--- config.mk ---
export PLATFORM = sky130hd
export DESIGN_NAME = evt_irq_capture
export DESIGN_NICKNAME = d
export VERILOG_FILES = /design/src/rtl/evt_irq_pkg.sv /design/src/rtl/evt_sync2.sv /design/src/rtl/evt_irq_ctrl.sv /design/src/rtl/evt_irq_dpath.sv /design/src/rtl/evt_irq_capture.sv
export SDC_FILE = /design/constraint.sdc
export NUM_CORES = 1
export LEC_CHECK = 0
export BUFFER_PORTS_ARGS = -buffer_cell sky130_fd_sc_hd__buf_2
export CAP_MARGIN = 40
export CORE_ASPECT_RATIO = 1.75
export CORE_MARGIN = 4
export CORE_UTILIZATION = 55
export DETAILED_ROUTE_END_ITERATION = 10
export GPL_TIMING_DRIVEN = 0
export PLACE_DENSITY = 0.78
export REMOVE_ABC_BUFFERS = 1
export SETUP_SLACK_MARGIN = 0.3
export SYNTH_ARGS = -nofsm -noshare
export SYNTH_HDL_FRONTEND = slang
export SYNTH_SLANG_ARGS = --single-unit
--- constraint.sdc ---
create_clock -name clk -period 3.1 [get_ports clk]
set_clock_uncertainty 0.2 [all_clocks]
set_input_delay 0.155 -clock clk [delete_from_list [all_inputs] [get_ports clk]]
set_output_delay 0.155 -clock clk [all_outputs]
set_load 0.02 [all_outputs]
--- src/rtl/evt_irq_pkg.sv ---
package evt_irq_pkg;
  // Strobes passed from control to datapath each cycle.
  typedef struct packed {
    logic tick;     // one-cycle 250 kHz prescaler strobe
    logic timerTc;  // timer terminal-count level (one tick wide)
    logic ackRead;  // status read in progress this cycle
  } ctl_strobe_t;
endpackage

--- src/rtl/evt_sync2.sv ---
module evt_sync2 (
  input  logic clk,
  input  logic rstN,
  input  logic asyncIn,
  output logic syncOut
);
  logic stage1Q;
  logic stage2Q;

  always_ff @(posedge clk or negedge rstN) begin
    if (!rstN) begin
      stage1Q <= 1'b0;
      stage2Q <= 1'b0;
    end else begin
      stage1Q <= asyncIn;
      stage2Q <= stage1Q;
    end
  end

  assign syncOut = stage2Q;
endmodule

--- src/rtl/evt_irq_ctrl.sv ---
module evt_irq_ctrl
  import evt_irq_pkg::*;
#(
  parameter int CLK_DIV      = 1000,
  parameter int TIMER_RELOAD = 4099
) (
  input  logic        clk,
  input  logic        rstN,
  input  logic        rdEn,
  output ctl_strobe_t ctl
);
  localparam int PRE_W = (CLK_DIV > 1) ? $clog2(CLK_DIV) : 1;
  localparam int TMR_W = $clog2(TIMER_RELOAD + 1);
  localparam logic [PRE_W-1:0] PRE_LAST = PRE_W'(CLK_DIV - 1);
  localparam logic [TMR_W-1:0] TMR_LOAD = TMR_W'(TIMER_RELOAD);

  logic [PRE_W-1:0] preCntQ;
  logic [TMR_W-1:0] tmrCntQ;
  logic             tickNow;

  // Prescaler: one tick every CLK_DIV cycles.
  generate
    if (CLK_DIV > 1) begin : g_div
      always_ff @(posedge clk or negedge rstN) begin
        if (!rstN)                  preCntQ <= '0;
        else if (preCntQ == PRE_LAST) preCntQ <= '0;
        else                        preCntQ <= preCntQ + 1'b1;
      end
      assign tickNow = (preCntQ == PRE_LAST);
    end else begin : g_nodiv
      assign preCntQ = '0;
      assign tickNow = 1'b1;
    end
  endgenerate

  // Down-counting period timer, reloads after the zero tick.
  always_ff @(posedge clk or negedge rstN) begin
    if (!rstN)                tmrCntQ <= TMR_LOAD;
    else if (tickNow) begin
      if (tmrCntQ == '0)      tmrCntQ <= TMR_LOAD;
      else                    tmrCntQ <= tmrCntQ - 1'b1;
    end
  end

  always_comb begin
    ctl.tick    = tickNow;
    ctl.timerTc = (tmrCntQ == '0);
    ctl.ackRead = rdEn;
  end
endmodule

--- src/rtl/evt_irq_dpath.sv ---
module evt_irq_dpath
  import evt_irq_pkg::*;
#(
  parameter int NUM_EXT = 3
) (
  input  logic               clk,
  input  logic               rstN,
  input  logic [NUM_EXT-1:0] srcIn,
  input  ctl_strobe_t        ctl,
  output logic [NUM_EXT:0]   pendingVec,
  output logic [NUM_EXT:0]   edgeVec,
  output logic [NUM_EXT:0]   rdData
);
  localparam int NUM_SRC = NUM_EXT + 1;

  logic [NUM_SRC-1:0] levelVec;
  logic [NUM_SRC-1:0] prevQ;
  logic [NUM_SRC-1:0] pendingQ;

  // External sources are resynchronised; the timer is already in-domain.
  generate
    for (genvar i = 0; i < NUM_SRC; i++) begin : g_src
      if (i < NUM_EXT) begin : g_ext
        evt_sync2 u_sync (
          .clk    (clk),
          .rstN   (rstN),
          .asyncIn(srcIn[i]),
          .syncOut(levelVec[i])
        );
      end else begin : g_tmr
        assign levelVec[i] = ctl.timerTc;
      end
    end
  endgenerate

  always_ff @(posedge clk or negedge rstN) begin
    if (!rstN) prevQ <= '0;
    else       prevQ <= levelVec;
  end

  assign edgeVec = levelVec & ~prevQ;

  // Read clears what it returns; same-cycle edges survive.
  always_ff @(posedge clk or negedge rstN) begin
    if (!rstN) pendingQ <= '0;
    else       pendingQ <= (ctl.ackRead ? '0 : pendingQ) | edgeVec;
  end

  assign pendingVec = pendingQ;
  assign rdData     = ctl.ackRead ? pendingQ : '0;
endmodule

--- src/rtl/evt_irq_capture.sv ---
module evt_irq_capture
  import evt_irq_pkg::*;
#(
  parameter int NUM_EXT      = 3,
  parameter int CLK_DIV      = 1000,
  parameter int TIMER_RELOAD = 4099
) (
  input  logic               clk,
  input  logic               rstN,
  input  logic [NUM_EXT-1:0] srcIn,
  input  logic               rdEn,
  output logic [NUM_EXT:0]   rdData,
  output logic               irq
);
  ctl_strobe_t      ctl;
  logic [NUM_EXT:0] pendingVec;
  logic [NUM_EXT:0] edgeVec;
  logic             tickSeen;

  evt_irq_ctrl #(
    .CLK_DIV     (CLK_DIV),
    .TIMER_RELOAD(TIMER_RELOAD)
  ) u_ctrl (
    .clk (clk),
    .rstN(rstN),
    .rdEn(rdEn),
    .ctl (ctl)
  );

  evt_irq_dpath #(
    .NUM_EXT(NUM_EXT)
  ) u_dpath (
    .clk       (clk),
    .rstN      (rstN),
    .srcIn     (srcIn),
    .ctl       (ctl),
    .pendingVec(pendingVec),
    .edgeVec   (edgeVec),
    .rdData    (rdData)
  );

  assign tickSeen = ctl.tick;
  assign irq      = |pendingVec;
endmodule

Word level (Yosys, flattened, before mapping):

Cells that the tools add are included.

* reductions and logical operators: 2
* equal/unequal tests: 1
* bitwise gates (word level): 3
* $add $sub $neg: 2
* mux-type cells: 4

Operators by type and width (number)
* 13-bit logical NOT: 1
* 13-bit 2-to-1 mux: 1
* 13-bit by 1-bit subtractor with 13-bit output, second input constant: 1
* 10-bit by 1-bit adder with 10-bit output, second input constant: 1
* 10-bit equality test, second input constant: 1
* 10-bit 2-to-1 mux: 1
* 4-bit 2-to-1 mux: 2
* 4-bit AND: 1
* 4-bit NOT: 1
* 4-bit bitwise OR: 1
* 4-bit OR reduction: 1

* output and inout port bits: 5
* input bits: 6
* register bits: 37
* word-level logic and storage cells: 22

Logic depth before layout (Yosys ltp):

Gate-level depths: netlist of the first run.

* depth after elaboration: 3
* mapped depth: 7
* depth with buffers taken out: 6

By module:

A second synthesis of the first run with hierarchy kept.

* cells, all modules: 146
* area total of the unflattened synthesis: 1665.3 sq um

Modules (own cells, without submodules)
* evt_irq_ctrl: cells each 118, area each 1193.6 sq um, times used 1
* evt_irq_dpath: cells each 21, area each 314.1 sq um, times used 1
* evt_sync2: cells each 2, area each 50.0 sq um, times used 3
* evt_irq_capture: cells each 1, area each 7.5 sq um, times used 1

Worst setup path before layout of the first run:

No wires, ideal clock.

* path type: register -> register
* from: reg u_ctrl.tmrCntQ[0]
* to: reg u_ctrl.tmrCntQ[10]
* library setup time: 125 ps
* arrival: 1869 ps
* slack: 906 ps
* required time: 2775 ps
* cell stages (with the launch flop): 7
* path buffers: 0
* period minus slack after synthesis: 2194 ps
* cell sequence: dfstp_2 > inv_1 > ha_1 > or3b_1 > or3_1 > nor4_1 > mux2_2

* longest elaborated chain between the ends: 2
* elaborated cells between the ends (all ways): 3
* classes of those cells: 1 x add/sub; 1 x mux; 1 x reduce/logical

Ends and longest elaborated chain
* start: declaration: line evt_irq_ctrl.sv:18 `logic [TMR_W-1:0] tmrCntQ;`
* start signal: assignment: line evt_irq_ctrl.sv:41 `else tmrCntQ <= tmrCntQ - 1'b1;`
* 13-bit by 1-bit subtractor with 13-bit output or 13-bit logical NOT (tied branches): line evt_irq_ctrl.sv:41, evt_irq_ctrl.sv:40
* 13-bit 2-to-1 mux *: line evt_irq_ctrl.sv:40 `if (tmrCntQ == '0) tmrCntQ <= TMR_LOAD;`

Mark *: on every way between the ends. The rest lies on a longest branch, timed or not.
A chain may end at the register's enable or synchronous reset.

Worst setup path after layout of the first run:

* from: reg u_ctrl.tmrCntQ[1]
* to: reg u_ctrl.tmrCntQ[10]

The elaborated chain is that of the path after synthesis.

==> results.cfg, run 1 <==
[timing]
max_freq_mhz = 413
drv_slew = 0
slew_headroom_pct = 46.3
rsz0062_at_grt = no
layout_min_cycle_time_ns = 2.42
whs_ns = 0.151
worst_slew_pin_slew_ns = 0.806
fin_crit_sh_pct = 78.2
setup_viol = 0
hold_viol = 0
finalSetupTns_ns = 0

[clocking]
path_clk_slew_ns = 0.07
clock_latency_ns = 0.29
cts_sinks = 37
cts_buffers = 5
htree_levels = 2
root_buffer = clkbuf_8
clock_path_buffers = 2
cts-resized-gates = 0
cts_tree = yes

[floorplanning]
rows = 26
dieWidth_um = 49.3
die_y_um = 80.3
die-area_mm2 = 0.00396
coreArea_mm2 = 0.00290
io_pins = 11
start_util_pct = 56.8

[drt]
final_antenna_net_count = 0
wl_per_cell_um = 15.9
totalWireLength_um = 3120
first_pass_iters = 4
vias_per_cell = 6.15
drtIter0Drc = 34
remaining_drc_errors = 0
vias = 1206

[critical_path]
slowest_stage = or3b_1
reg2reg_depth = 6
path_cells = inv_1 -> ha_1 -> or3b_1 -> or3_1 -> nor4_1 -> mux2_2
reg2reg_slack_ns = 0.68
crit_path_start = u_ctrl.tmrCntQ[1]
cp.arrival_ns = 2.40
setup.worst_path.start_class = flop
critPathCaptureType = flop
r2r_end = u_ctrl.tmrCntQ[10]
cp_top_family = simple AND/OR/NAND/NOR gates
cp_max_fo = 6
cpPeakStageDelay_ns = 0.39
required_ns = 3.08
crit_buf_inv = 1
timing.rr.start = u_ctrl.tmrCntQ[1]
path_class = flop to flop

[status]
status = completed

[job]
cap_violations = 0

[synth]
synth_warnings = 0
synth_edf_count = 0
yosysTopAreaCell = dfrtp_1
synth.area.top_cells = dfrtp_1, dfstp_2, a31oi_1
ys_ff_latch = 37
syn_area_mm2 = 0.00164
synth-main-ff-cell = dfrtp_1
yosysUniqueCellTypes = 39
synth_cells = 149
yosysSeqAreaShare_pct = 56.5
avgSynthCellArea_um2 = 11.0
synth-async-reset-ratio_pct = 100
synth_top_area_share_pct = 51.8

[placement]
port_buffers = 10
gp_congestion = 0.754
place_hpwl_um = 2240

[final_layout]
n_antenna_cell = 0
area_growth_pct = 13.6
fin_nets = 176
final_cell_mix = dfrtp_1, inv_1, buf_2
utilization_pct = 64.5
drive_above_1_share_pct = 14.9
layout_commonest_cell = dfrtp_1

[grt]
grt_pass1_wl_um = 5590
antenna_found_initial = 0
gr-usage-met2_pct = 35.3
grt-ovfl-total = 0
grt_start_max_net_pins = 38
grt_pass1_vias = 1277
use_met1_pct = 18.9
grt.total_usage_pct = 18.9
use_met3_pct = 3.90
busiest_layer = met2

[worst_hold_path]
worstHoldStart = u_dpath.g_src[0].g_ext.u_sync.stage1Q
hold_path_class = flop to flop
min_to = u_dpath.g_src[0].g_ext.u_sync.syncOut
min_path_cells = 0

[pwr]
power_density_mw_per_mm2 = 512
leakage_uw = 0.000860
vdd_drop_max_mv = 0.376
-- flip-flops by register name (all words and copies together), names as in the netlist --
signal	cells
u_ctrl.preCntQ	10
u_dpath.pendingVec	4
u_dpath.prevQ	4
u_dpath.g_src.g_ext.u_sync.syncOut	3
u_ctrl.tmrCntQ	13
u_dpath.g_src.g_ext.u_sync.stage1Q	3
-- cell type report --
type / count / area [um2]
tap: 28 / 35.0
multi-input combinational: 97 / 646
fill: 225 / 1030
clock buffer: 7 / 86.3
clock inverter: 1 / 30.0
timing repair buffer: 15 / 100
inverter: 11 / 41.3
sequential: 37 / 930
-- power by group --
group	internal, uW	switching (uW)	total (uW)	leakage (uW)
Clock	262	163	425	0.0000585
Combinational	12.9	22.2	35.1	0.000341
Sequential	492	3.70	496	0.000460
-- cells by family (layout without fill, tap and decap cells) --
| kind of cell | after synthesis | after routing | share of synthesized area (%) |
|---|---|---|---|
| xor+xnor | 5 | 5 | 2.66 |
| flops | 37 | 37 | 56.5 |
| buf+inv | 15 | 34 | 4.19 |
| mux | 4 | 4 | 2.51 |
| fa+ha+maj | 3 | 3 | 2.28 |
| simple gates | 55 | 55 | 20.3 |
| compound gates | 30 | 30 | 11.5 |
-- stage by stage --
step	cell area (um2)	std cells	setup slack, ns	power (uW)
after floorplan	1620	145	0.906	516
after global placement	1700	183	0.798	533
after detailed placement	1700	183	0.675	536
after CTS	1870	196	0.662	969
after global routing	1870	196	0.544	992
final	1870	196	0.677	956
-- how the worst max path moves through the flow --
stage	end	cells after the start	slack [ns]
2_1_floorplan	u_ctrl.tmrCntQ[10]	6	0.91
3_3_place_gp	u_ctrl.tmrCntQ[10]	6	0.80
3_5_place_dp	u_ctrl.tmrCntQ[10]	6	0.68
6_report	u_ctrl.tmrCntQ[10]	6	0.68
4_1_cts	u_ctrl.tmrCntQ[10]	6	0.66
5_1_grt	u_ctrl.tmrCntQ[6]	5	0.54
-- routing by layer --
metal	share of wire (%)	wire length [um]	vias up
met3	2.7	83	7
met4	2.4	76	0
li1	-	-	585
met5	0	0	-
met1	38	1170	597
met2	57	1790	17
-- synthesized netlist by cell type (2+ instances only) --
library cell and number:
nand3_1 8, or4_1 2, a21oi_1 5, ha_1 3, a22o_1 2, nand2_1 3
dfstp_2 3, a31oi_1 8, nand4_1 3, mux2i_1 3, nor2_1 9, o22ai_1 4
xor2_1 3, dfrtp_1 34, inv_1 10, nor3_1 6, o21ai_0 6, and2_1 5
nor4_1 5, a32o_1 2, and4_1 2, and3_1 4, or3_1 2, xnor2_1 2
-- worst reg2reg max path, cell delays in order (launching register included) --
cell and delay [ns]:
dfstp_2 0.38, inv_1 0.09, ha_1 0.24, or3b_1 0.39
or3_1 0.37, nor4_1 0.27, mux2_2 0.37
-- repair_timing --
| action | in CTS | in global routing |
|---|---|---|
| setup endpoints to repair | 0 | 0 |
| hold buffers | 5 | 0 |
| buffers inserted | 0 | 0 |
| endpoints found under the hold margin | 41 | 0 |
Note: power is estimated with default switching activity, not from simulation.
==> run 2: changes to the inputs <==
--- a/config.mk
+++ b/config.mk
@@ -5,6 +5,7 @@
 export SDC_FILE = /design/constraint.sdc
 export NUM_CORES = 1
 export LEC_CHECK = 0
+export ABC_AREA = 1
 export BUFFER_PORTS_ARGS = -buffer_cell sky130_fd_sc_hd__buf_2
 export CAP_MARGIN = 40
 export CORE_ASPECT_RATIO = 1.75
==> constraint.sdc (replaced) <==
create_clock -name clk -period 2.52 [get_ports clk]
set_clock_uncertainty 0.2 [all_clocks]
set_input_delay 0.126 -clock clk [delete_from_list [all_inputs] [get_ports clk]]
set_output_delay 0.126 -clock clk [all_outputs]
set_load 0.02 [all_outputs]
==> run 2 against run 1 <==
Compared with the run above: combinational power is 20% higher; first-iteration DRC count decreased by 41%; total power rose by 33%; global-route usage down 0.34 points; design area up 9.8%; critical path type unchanged.
==> results.cfg, run 2 <==
[synth]
synth.most_common_cell = nand2_1
yosysUniqueCellTypes = 27
synth-async-reset-ratio_pct = 100
synth_top_area_share_pct = 47.6
ys_ff_latch = 37
synth.area.top_cells = dfrtp_1, nand2_1, inv_1
synth_common_cells = nand2_1, dfrtp_1, inv_1, nor2_1, nand3_1
synth-main-ff-cell = dfrtp_1
avgSynthCellArea_um2 = 8.69
synth_warnings = 0
synth_edf_count = 0
yosysSeqAreaShare_pct = 52.0
synth_cells = 206
yosysTopAreaCell = dfrtp_1
syn_area_mm2 = 0.00179

[grt]
grt_pass1_vias = 1447
grt_start_max_net_pins = 38
grt-ovfl-total = 0
antenna_found_initial = 0
grt_pass1_wl_um = 5970
grt.total_usage_pct = 18.6

[final_layout]
final_cell_mix = nand2_1, dfrtp_1, inv_1
fillers = 275
n_antenna_cell = 0
largest_reg_flops = 13
fin_nets = 234
layout_commonest_cell = nand2_1
top_register = u_ctrl.tmrCntQ
area_growth_pct = 14.6
largestRegisters = u_ctrl.tmrCntQ: 13 flops, u_ctrl.preCntQ: 10 flops
drive_above_1_share_pct = 15.9
multi_input_area_um2 = 694
seqCellArea_um2 = 930

[critical_path]
setup.worst_path.start_class = flop
cp.arrival_ns = 1.83
reg2reg_slack_ns = 0.66
critPathCaptureType = flop
timing.rr.start = u_ctrl.preCntQ[0]
cp_max_fo = 25
reg2reg_depth = 8
r2r_end = u_ctrl.preCntQ[5]
crit_path_start = u_ctrl.preCntQ[0]
required_ns = 2.49
crit_path_end = u_ctrl.preCntQ[5]
path_class = flop to flop

[clocking]
path_clk_slew_ns = 0.08
htree_levels = 2
cts_buffers = 5
clock_path_buffers = 2
cts_sinks = 37
cts_tree = yes
root_buffer = clkbuf_8
cts_setup_buffers = 0
clock_latency_ns = 0.30

[timing]
rsz0062_at_grt = no
worst_slew_pin_slew_ns = 0.784
finalSetupTns_ns = 0
layout_min_cycle_time_ns = 1.86
hold_viol = 0
max_freq_mhz = 539
drv_slew = 0
fin_crit_sh_pct = 73.7
setup_viol = 0
slew_headroom_pct = 47.7

[floorplanning]
coreArea_mm2 = 0.00314
dieWidth_um = 51.1
die_y_um = 83.5
io_pins = 11
die-area_mm2 = 0.00427
start_util_pct = 56.9
rows = 27

[pwr]
leakage_uw = 0.00106
power_uw = 1270
power_density_mw_per_mm2 = 621
vdd_drop_max_mv = 0.591

[drt]
final_antenna_net_count = 0
vias = 1359
drtIter0Drc = 20
totalWireLength_um = 3240
remaining_drc_errors = 0
wl_per_cell_um = 12.0
first_pass_iters = 4
vias_per_cell = 5.05

[placement]
place_hpwl_um = 2190
port_buffers = 10
gp_congestion = 0.829

[worst_hold_path]
worstHoldStart = u_dpath.g_src[0].g_ext.u_sync.stage1Q
hold_path_class = flop to flop

[status]
status = completed

[job]
cap_violations = 0
run 2: changes by cell type after synthesis, sizes merged, moves of 3 or more:
cell / delta
and3: -4
nand3: +9
inv: +25
nor4: -5
a31oi: -8
nor2: +17
nor3: -3
o21ai: +5
or3: -3
and2: -4
nand4: +5
nand2: +38
mux2i: -3
run 2: layout make-up:
class	count	area share, %
Clock buffer	5	3.36
Clock inverter	3	3.36
Inverter	36	6.59
Multi-Input combinational cell	130	33.9
Sequential cell	37	45.3
Tap cell	43	2.62
Timing Repair Buffer	15	4.88
run 2: how the worst min path moves through the flow:
stage	slack [ns]	cells past startpoint	endpoint
2_1_floorplan	-0.37	0	u_ctrl.preCntQ[0]
3_3_place_gp	0.03	1	u_dpath.g_src[1].g_ext.u_sync.stage1Q
3_5_place_dp	0.04	1	u_dpath.g_src[1].g_ext.u_sync.stage1Q
4_1_cts	0.16	0	u_dpath.g_src[1].g_ext.u_sync.syncOut
5_1_grt	0.16	0	u_dpath.g_src[0].g_ext.u_sync.syncOut
6_report	0.15	0	u_dpath.g_src[0].g_ext.u_sync.syncOut
run 2: what timing repair did:
action	in CTS	in global routing
endpoints found under the setup margin	0	0
endpoints found under the hold margin	41	0
resized for setup	0	0
hold buffers	5	0
run 2: metal layers:
layer  up-vias  share of wire (%)  global-route usage [%]  wire length, um
li1        695                  -                       -                -
met1       639                 38                    18.7             1230
met2        16                 56                    34.2             1820
met3         9                2.5                    2.68               80
met4         0                3.3                    10.8              106
met5         -                  0                       0                0
run 2: logic make-up after synthesis:
family / Yosys count / synth area share, %
AND/OR/NAND/NOR: 98 / 26.8
XOR/XNOR: 6 / 2.94
buffers and inverters: 39 / 9.23
AO/OA/AOI/OAI: 23 / 6.99
flip-flops: 37 / 52.0
adder cells (fa/ha/maj): 3 / 2.10
run 2: where the power goes:
group | leakage (uW) | switching (uW) | total (uW) | internal [uW]
registers | 0.000460 | 4.18 | 609 | 605
logic | 0.000530 | 26.6 | 42.0 | 15.3
clock network | 0.0000687 | 224 | 622 | 398
run 2: worst max-delay path: stages (launching register included):
cell	delay, ns
dfrtp_1	0.37
ha_1	0.19
nand2_2	0.09
inv_2	0.08
nand3_2	0.13
nor2_8	0.32
inv_2	0.17
o21ai_0	0.12
a21oi_1	0.06
run 2: through the flow:
step	utilization, %	instance area (um2)	cells	worst slack [ns]	hold WS [ns]
after global routing	65.3	2050	269	0.471	0.160
after detailed placement	59.3	1860	256	0.647	0.0356
after CTS	65.3	2050	269	0.636	0.155
final	65.3	2050	269	0.664	0.152
after floorplan	-	1760	203	0.929	-0.370
after global placement	59.3	1860	256	0.708	0.0344
